==> config.mk <==
export PLATFORM = sky130hd
export DESIGN_NAME = rename_status_table
export DESIGN_NICKNAME = d
export VERILOG_FILES = /design/src/rtl/rrt_entry.sv /design/src/rtl/rrt_read_port.sv /design/src/rtl/rename_status_table.sv
export SDC_FILE = /design/constraint.sdc
export NUM_CORES = 1
export LEC_CHECK = 0
export CORE_MARGIN = 1
export CORE_UTILIZATION = 43
export DETAILED_ROUTE_END_ITERATION = 16
export PLACE_DENSITY = 0.64
export SLEW_MARGIN = 20
export SYNTH_ARGS = -nofsm -noshare
export SYNTH_HDL_FRONTEND = slang
export SYNTH_HIERARCHICAL = 1
export SYNTH_SLANG_ARGS = --single-unit
==> constraint.sdc <==
create_clock -name clk_i -period 3.6 [get_ports clk_i]
set_input_delay 0.72 -clock clk_i [delete_from_list [all_inputs] [get_ports clk_i]]
set_output_delay 0.72 -clock clk_i [all_outputs]
set_load 0.01 [all_outputs]
==> src/rtl/rrt_entry.sv <==
module rrt_entry #(
  parameter int DATA_W   = 16,
  parameter int TAG_W    = 3,
  parameter int IDX_W    = 3,
  parameter int SELF_IDX = 0
) (
  input  logic              clk_i,
  input  logic              rst_ni,
  input  logic              iss_en_i,
  input  logic [IDX_W-1:0]  iss_idx_i,
  input  logic [TAG_W-1:0]  iss_tag_i,
  input  logic              bc_en_i,
  input  logic [TAG_W-1:0]  bc_tag_i,
  input  logic [DATA_W-1:0] bc_data_i,
  output logic [TAG_W-1:0]  tag_o,
  output logic [DATA_W-1:0] val_o
);
  logic [TAG_W-1:0]  tag_q;
  logic [DATA_W-1:0] val_q;
  logic              iss_hit, bc_hit;

  assign iss_hit = iss_en_i && (iss_idx_i == IDX_W'(SELF_IDX)) && (iss_tag_i != '0);
  assign bc_hit  = bc_en_i && (tag_q != '0) && (bc_tag_i == tag_q);

  // issue has priority over a broadcast matching the old tag
  always_ff @(posedge clk_i or negedge rst_ni) begin
    if (!rst_ni) begin
      tag_q <= '0;
      val_q <= '0;
    end else if (iss_hit) begin
      tag_q <= iss_tag_i;
    end else if (bc_hit) begin
      tag_q <= '0;
      val_q <= bc_data_i;
    end
  end

  assign tag_o = tag_q;
  assign val_o = val_q;

  assert_issue_tag_R4: assert property (@(posedge clk_i) disable iff (!rst_ni)
    iss_hit |=> tag_o == $past(iss_tag_i));

  assert_issue_wins_R8: assert property (@(posedge clk_i) disable iff (!rst_ni)
    (iss_hit && bc_en_i && bc_tag_i == tag_o && tag_o != '0) |=> tag_o != '0);

  assert_bcast_fill_R6: assert property (@(posedge clk_i) disable iff (!rst_ni)
    (bc_hit && !iss_hit) |=> (tag_o == '0) && (val_o == $past(bc_data_i)));

  // covers R5 (tag-0 issue) as well
  assert_idle_hold_R7: assert property (@(posedge clk_i) disable iff (!rst_ni)
    !(iss_en_i && iss_idx_i == IDX_W'(SELF_IDX) && iss_tag_i != '0) &&
    !(bc_en_i && bc_tag_i != '0 && bc_tag_i == tag_o)
    |=> $stable(tag_o) && $stable(val_o));
endmodule

==> src/rtl/rrt_read_port.sv <==
module rrt_read_port #(
  parameter int NUM_REGS = 8,
  parameter int DATA_W   = 16,
  parameter int TAG_W    = 3,
  parameter int IDX_W    = 3
) (
  input  logic                             clk_i,
  input  logic                             rst_ni,
  input  logic [IDX_W-1:0]                 idx_i,
  input  logic [NUM_REGS-1:0][TAG_W-1:0]   tags_i,
  input  logic [NUM_REGS-1:0][DATA_W-1:0]  vals_i,
  input  logic                             bc_en_i,
  input  logic [TAG_W-1:0]                 bc_tag_i,
  input  logic [DATA_W-1:0]                bc_data_i,
  output logic [DATA_W-1:0]                val_o,
  output logic [TAG_W-1:0]                 tag_o
);
  logic [TAG_W-1:0]  sel_tag;
  logic [DATA_W-1:0] sel_val;

  always_comb begin
    sel_tag = tags_i[idx_i];
    sel_val = vals_i[idx_i];
    if (sel_tag == '0) begin
      val_o = sel_val;
      tag_o = '0;
    end else if (bc_en_i && bc_tag_i == sel_tag) begin
      val_o = bc_data_i;  // same-cycle bypass
      tag_o = '0;
    end else begin
      val_o = '0;
      tag_o = sel_tag;
    end
  end

  assert_pending_zero_R3: assert property (@(posedge clk_i) disable iff (!rst_ni)
    tag_o != '0 |-> val_o == '0);

  assert_bypass_R9: assert property (@(posedge clk_i) disable iff (!rst_ni)
    (bc_en_i && bc_tag_i != '0) |-> tag_o != bc_tag_i);
endmodule

==> src/rtl/rename_status_table.sv <==
module rename_status_table #(
  parameter int NUM_REGS = 8,
  parameter int DATA_W   = 16,
  parameter int TAG_W    = 3,
  localparam int IDX_W   = (NUM_REGS > 1) ? $clog2(NUM_REGS) : 1
) (
  input  logic              clk_i,
  input  logic              rst_ni,
  input  logic [IDX_W-1:0]  rd_a_idx_i,
  output logic [DATA_W-1:0] rd_a_val_o,
  output logic [TAG_W-1:0]  rd_a_tag_o,
  input  logic [IDX_W-1:0]  rd_b_idx_i,
  output logic [DATA_W-1:0] rd_b_val_o,
  output logic [TAG_W-1:0]  rd_b_tag_o,
  input  logic              iss_en_i,
  input  logic [IDX_W-1:0]  iss_idx_i,
  input  logic [TAG_W-1:0]  iss_tag_i,
  input  logic              bc_en_i,
  input  logic [TAG_W-1:0]  bc_tag_i,
  input  logic [DATA_W-1:0] bc_data_i
);
  logic [NUM_REGS-1:0][TAG_W-1:0]  tags;
  logic [NUM_REGS-1:0][DATA_W-1:0] vals;

  for (genvar g = 0; g < NUM_REGS; g++) begin : g_reg
    rrt_entry #(
      .DATA_W(DATA_W), .TAG_W(TAG_W), .IDX_W(IDX_W), .SELF_IDX(g)
    ) entry_i (
      .clk_i(clk_i), .rst_ni(rst_ni),
      .iss_en_i(iss_en_i), .iss_idx_i(iss_idx_i), .iss_tag_i(iss_tag_i),
      .bc_en_i(bc_en_i), .bc_tag_i(bc_tag_i), .bc_data_i(bc_data_i),
      .tag_o(tags[g]), .val_o(vals[g])
    );
  end

  rrt_read_port #(
    .NUM_REGS(NUM_REGS), .DATA_W(DATA_W), .TAG_W(TAG_W), .IDX_W(IDX_W)
  ) port_a_i (
    .clk_i(clk_i), .rst_ni(rst_ni), .idx_i(rd_a_idx_i),
    .tags_i(tags), .vals_i(vals),
    .bc_en_i(bc_en_i), .bc_tag_i(bc_tag_i), .bc_data_i(bc_data_i),
    .val_o(rd_a_val_o), .tag_o(rd_a_tag_o)
  );

  rrt_read_port #(
    .NUM_REGS(NUM_REGS), .DATA_W(DATA_W), .TAG_W(TAG_W), .IDX_W(IDX_W)
  ) port_b_i (
    .clk_i(clk_i), .rst_ni(rst_ni), .idx_i(rd_b_idx_i),
    .tags_i(tags), .vals_i(vals),
    .bc_en_i(bc_en_i), .bc_tag_i(bc_tag_i), .bc_data_i(bc_data_i),
    .val_o(rd_b_val_o), .tag_o(rd_b_tag_o)
  );

  assert_ports_agree_R10: assert property (@(posedge clk_i) disable iff (!rst_ni)
    (rd_a_idx_i == rd_b_idx_i) |-> (rd_a_val_o == rd_b_val_o) && (rd_a_tag_o == rd_b_tag_o));

  always_ff @(posedge clk_i) begin
    if (!rst_ni) begin
      assert_reset_clear_R1: assert (rd_a_tag_o == '0 && rd_b_tag_o == '0);
    end
  end
endmodule

* Yosys cells after proc, flatten, opt, wreduce, memory -nomap -nowiden
Cells that the tools add are included.
Storage, ports and cells: logic and storage cells 137, bits in registers 152
Operators by class: reductions and logical operators 62, order comparisons 2, equal/unequal tests 17, mux-type cells 32, bitwise operators 8
Operators by type and width (number):
- 16-bit binary-select mux with 3-bit select | 2
- 16-bit two-way mux | 6
- 3-bit two-way mux | 22
- 1-bit logical AND | 34
- 3-bit == test | 10
- 3-bit nonzero test | 9
- 3-bit binary-select mux with 3-bit select | 2
- 2-bit AND reduction | 8
- 2-bit nonzero test | 8
- 3-bit == test, second input constant | 4
- 3-bit logical NOT | 3
- 3-bit by 4-bit less-than comparator with 1-bit output, second input constant | 2
- 1-bit NOT | 8
- 3-bit by 2-bit == test with 1-bit output, second input constant | 2
- 3-bit by 1-bit == test with 1-bit output, second input constant | 1

* Longest topological paths before layout
word-level depth 6, gate-level depth with buffers 9

* Hierarchy
The synthesis kept the hierarchy.
By module, submodules not included:
- rrt_read_port | instances 2, sequential area each 0.0 um^2, area each 1491.4 um^2, cells each 114
- rrt_entry at g_reg[3].entry_i ... | instances 3, sequential area each 475.5 um^2, area each 874.6 um^2, cells each 60
- rrt_entry at g_reg[1].entry_i ... | instances 3, sequential area each 475.5 um^2, area each 867.1 um^2, cells each 59
- rrt_entry at g_reg[0].entry_i | instances 1, sequential area each 475.5 um^2, area each 850.8 um^2, cells each 50
- rrt_entry at g_reg[7].entry_i | instances 1, sequential area each 475.5 um^2, area each 840.8 um^2, cells each 50

* Worst setup path after synthesis
No wires, ideal clock.
path type input -> output, from input port rd_a_idx_i[0], to output port rd_a_val_o[10], arrival 2.514 ns, path slack 0.366 ns, data required time 2.880 ns, cell stages on the path 8, path through buf_6 buf_8 mux4_2 mux2_4 a211o_1 a21oi_4 buf_8 o2bb2ai_2
On the way: word-level cells in the longest chain between the ends 6
Ends and longest elaborated chain:
- start, declared | RTL line rename_status_table.sv:9 | input logic [IDX_W-1:0] rd_a_idx_i,
- 3-bit binary-select mux with 3-bit select | RTL line rrt_read_port.sv:22 | sel_tag = tags_i[idx_i];
- 3-bit two-way mux (implied by the code) | RTL line rrt_read_port.sv:22
- 3-bit == test | RTL line rrt_read_port.sv:27 | end else if (bc_en_i && bc_tag_i == sel_tag) begin
- 1-bit logical AND | RTL line rrt_read_port.sv:27
- 16-bit two-way mux | RTL line rrt_read_port.sv:27
- 16-bit two-way mux (*) | RTL line rrt_read_port.sv:24 | if (sel_tag == '0) begin
- end, declared | RTL line rename_status_table.sv:10 | output logic [DATA_W-1:0] rd_a_val_o,
Every way passes the cells marked *; elsewhere a longest branch is shown, timed or not. The select of a mux whose other input is x is not followed.

* Worst setup path after layout
from register g_reg[7].entry_i.tag_q[2], to output port rd_b_val_o[11]
On the way: word-level cells in the longest chain between the ends 6
Ends and longest elaborated chain:
- start, declared | RTL line rrt_entry.sv:18 | logic [TAG_W-1:0] tag_q;
- start signal, assigned | RTL line rrt_entry.sv:31 | tag_q <= iss_tag_i;
- 3-bit binary-select mux with 3-bit select (*) | RTL line rrt_read_port.sv:22
- 3-bit two-way mux (implied by the code) (*) | RTL line rrt_read_port.sv:22
- 3-bit == test | RTL line rrt_read_port.sv:27
- 1-bit logical AND | RTL line rrt_read_port.sv:27
- 16-bit two-way mux | RTL line rrt_read_port.sv:27
- 16-bit two-way mux (*) | RTL line rrt_read_port.sv:24
- end, declared | RTL line rename_status_table.sv:13 | output logic [DATA_W-1:0] rd_b_val_o,
Marked as above.

==> summary.md <==
| Metric | Value |
|---|---|
| Status | `completed` |
| Buffer levels on the longest clock path | `2` |
| Initial Utilization | `0.437` |
| Met3 usage | `0.0406` |
| DRC viols | `0` |
| CTS tree | `done` |
| Clk slew on worst S/H paths | `0.06 ns` |
| Post-Route WL | `~27 mm` |
| Final Slew Violations | `0` |
| Area growth from synthesis to final layout | `19.1%` |
| Post-synth EDFFs | `0` |
| Num Clock Sinks | `152` |
| Antenna cells | `0` |
| Final GP Congestion | `0.830` |
| Yosys warns | `6` |
| Mapped Cells | `685` |
| Filler cells | `roughly 1900` |
| Relative slew slack | `0.618` |
| Fmax | `0.283 GHz` |
| Nets | `840` |
| Core Area | `0.0226 sq mm` |
| Post-synth ARST share | `1.00` |
| Worst-path fanout max | `8` |
| H-tree levels | `4` |
| Syn_nets | `720` |
| RSZ-0062 raised after global routing | `false` |
| Clk_skew | `approximately 0.017 ns` |
| Via count | `approximately 6700` |
| Share of cells above drive strength 1 | `0.489` |
| Die W | `154 microns` |
| Worst Tran Pin Value | `0.573 ns` |
| Max Cap Viol | `0` |
| Post-route setup slack | `0.0614 ns` |
| DP Wirelength | `17.3 mm` |
| Via density | `approximately 6.1` |
| Initial antenna violation count | `0` |
| First-pass GRT wire length | `42.5 mm` |
| Post-route ant nets | `0` |
| Met1 usage | `0.317` |
| Worst path slowest cell | `mux4_2` |
| HP Class | `in -> async` |
| #FFs+latches synth | `152` |
| Number of global-route vias before repair | `7227` |
| GR Util met2 | `0.400` |
| WP data required | `2.88 ns` |
| GRT Total Usage | `0.238` |
| Placed cells | `1062` |
| Finished Layout Cells | `between 1000 and 1500` |
| Remaining Overflow, GRT | `0` |
| Drt first pass iters | `5` |
| Synth cell types | `roughly 50` |
| Critical path type | `reg -> out` |
| Top Usage Layer GRT | `met2` |
| Min Tclk post-route | `3.54 ns` |
| Worst path top cell family by delay | `multiplexers` |
| Clock Latency Late Sink | `0.42 ns` |
| Crit path buffers/inverters | `3` |
| Final hold vios | `0` |
| Avg Synthesized Cell Area | `14.5 sq um` |
| Die area | `0.0236 sq mm` |
| Critical path arrival | `2.82 ns` |
| DRT iter0 DRCs | `412` |
| Leakage power | `4.91 nW` |
| Cells along the critical path | `mux4_2 -> mux2i_4 -> nand4_1 -> a211o_1 -> a21oi_4 -> buf_4 -> buf_12 -> o2bb2ai_2 -> clkbuf_2` |
| CP peak stage delay | `around 0.52 ns` |
| FP Rows | `55` |
| Cell Area, Synth | `~0.0099 sq mm` |
| Worst Setup End Kind | `primary output` |
| # port buffers | `between 70 and 80` |
| Final setup vio count | `0` |
| Post-place setup slack | `-0.649 ns` |
| Startpoint types | `register` |
| Register area share after synthesis | `0.384` |
| Final worst path period share | `0.983` |
| Power density cells | `~780 mW/mm^2` |
| Max VDD drop | `just under 0.3 mV` |
| Die H | `approximately 150 microns` |
| Main synth FF type | `dfrtp_1` |
| CTS buffer count | `17` |
| Routed length per instance | `24.4 microns` |
| Clock root cell | `clkbuf_16` |
| I/O pin cnt | `73` |
| Largest net degree at the start of global routing | `just under 60` |
## repair_timing
item                       in CTS  in global routing
setup endpoints to repair      38                 33
buffers inserted                6                  4
resized for setup             105                 37
hold buffers                    0                  0
gates cloned                    1                  0
pin swaps                       3                  6
## synthesized netlist by cell type, types with 3 or more instances
library cell | instances | area, sq um
a32o_1 | 6 | 60.1
nor2_1 | 18 | 67.6
o211ai_1 | 6 | 45.0
o31a_2 | 3 | 30.0
and4b_1 | 3 | 30.0
mux2_1 | 3 | 33.8
buf_12 | 8 | 160
o2bb2ai_2 | 20 | 300
mux2_4 | 82 | 1230
buf_2 | 8 | 40.0
xor2_1 | 4 | 35.0
and4bb_4 | 3 | 48.8
o31a_4 | 3 | 52.6
nor3_4 | 6 | 97.6
nand3_1 | 11 | 55.1
buf_6 | 7 | 78.8
mux4_2 | 72 | 1620
a211o_1 | 8 | 70.1
nor2b_1 | 4 | 25.0
mux2i_1 | 38 | 380
o21ai_0 | 30 | 150
nand2_1 | 54 | 203
buf_8 | 4 | 60.1
o2bb2ai_1 | 10 | 87.6
mux2_2 | 47 | 529
clkbuf_1 | 12 | 45.0
nand3_2 | 3 | 30.0
xnor2_1 | 24 | 210
dfrtp_1 | 152 | 3800
## placed cells by master, fill, tap and decap left out, types with 4 or more instances in the layout
cell type / netlist / final
dfrtp_1: 152 / 143
mux2_4: 82 / 82
mux4_2: 72 / 72
buf_4: 0 / 56
nand2_1: 54 / 54
mux2_2: 47 / 47
mux2i_1: 38 / 38
o21ai_0: 30 / 30
clkdlybuf4s50_1: 0 / 30
xnor2_1: 24 / 24
o2bb2ai_2: 20 / 20
clkbuf_16: 0 / 17
nor2_1: 18 / 16
clkbuf_2: 0 / 13
buf_2: 8 / 12
buf_6: 7 / 10
nand3_1: 11 / 9
dfrtp_2: 0 / 9
a211o_1: 8 / 8
o2bb2ai_1: 10 / 8
buf_12: 8 / 7
dlygate4sd2_1: 0 / 7
a32o_1: 6 / 6
nor3_4: 6 / 6
o211ai_1: 6 / 6
xor2_1: 4 / 4
nand3_2: 3 / 4
nor2b_1: 4 / 4
## cell type report
cell class / instances / area (sq um) / area share
Clock buffer: 23 / 478 / 0.0405
Clock inverter: 7 / 118 / 0.00998
Inverter: 4 / 15.0 / 0.00127
Multi-Input combinational cell: 488 / 5770 / 0.489
Sequential cell: 152 / 3810 / 0.324
Tap cell: 285 / 357 / 0.0302
Timing Repair Buffer: 142 / 1240 / 0.105
## layer usage
| metal | wire length [microns] | vias to the layer above |
|---|---|---|
| met1 | 11800 | 3566 |
| li1 | - | 2903 |
| met3 | 1140 | 30 |
| met2 | 13400 | 196 |
| met5 | 0 | - |
| met4 | 524 | 0 |
## cell families after synthesis
group	after synthesis	synth area share
AND/OR/NAND/NOR	114	0.0671
AO/OA/AOI/OAI	102	0.0948
flip-flops	152	0.384
buffers and inverters	45	0.0411
multiplexers	244	0.388
XOR/XNOR	28	0.0248
## final timing paths
| kind | cells past startpoint | slack, ns | to | from |
|---|---|---|---|---|
| worst max-delay path | 9 | 0.06 | rd_b_val_o[11] | g_reg[7].entry_i/tag_o[2] |
| min in group clk_i | 1 | 0.53 | g_reg[5].entry_i/val_o[8] | g_reg[5].entry_i/val_o[8] |
| worst min-delay path | 1 | 0.27 | g_reg[4].entry_i/val_o[0] | rst_ni |
| max in group asynchronous | 2 | 2.36 | g_reg[2].entry_i/val_o[3] | rst_ni |
| worst min register to register | 1 | 0.53 | g_reg[5].entry_i/val_o[8] | g_reg[5].entry_i/val_o[8] |
| worst max register to register | 4 | 1.53 | g_reg[0].entry_i/val_o[6] | g_reg[0].entry_i/tag_o[2] |
## report_power, final
part | internal, mW | switching, mW | total, mW
clock | 1.14 | 0.706 | 1.85
combinational | 2.40 | 1.57 | 3.97
sequential | 2.55 | 0.771 | 3.32
total | 6.09 | 3.04 | 9.14
## sequential cells by signal, summed over array words and instances (netlist names)
name,count
g.entry_i/tag_o,24
g.entry_i/val_o,128
## stage by stage
stage	total power, mW	util	setup TNS, ns	cell area, sq um	hold WS (ns)
after floorplan	5.89	-	0	9900	0.424
after CTS	9.17	0.523	-0.208	11800	0.281
after detailed placement	7.26	0.490	-20.85	11100	0.510
after global placement	7.04	0.490	-19.00	11100	0.484
final	9.14	0.521	0	11800	0.269
after global routing	9.62	0.521	0	11800	0.304
No activity file was read; power rests on OpenSTA's default activity.
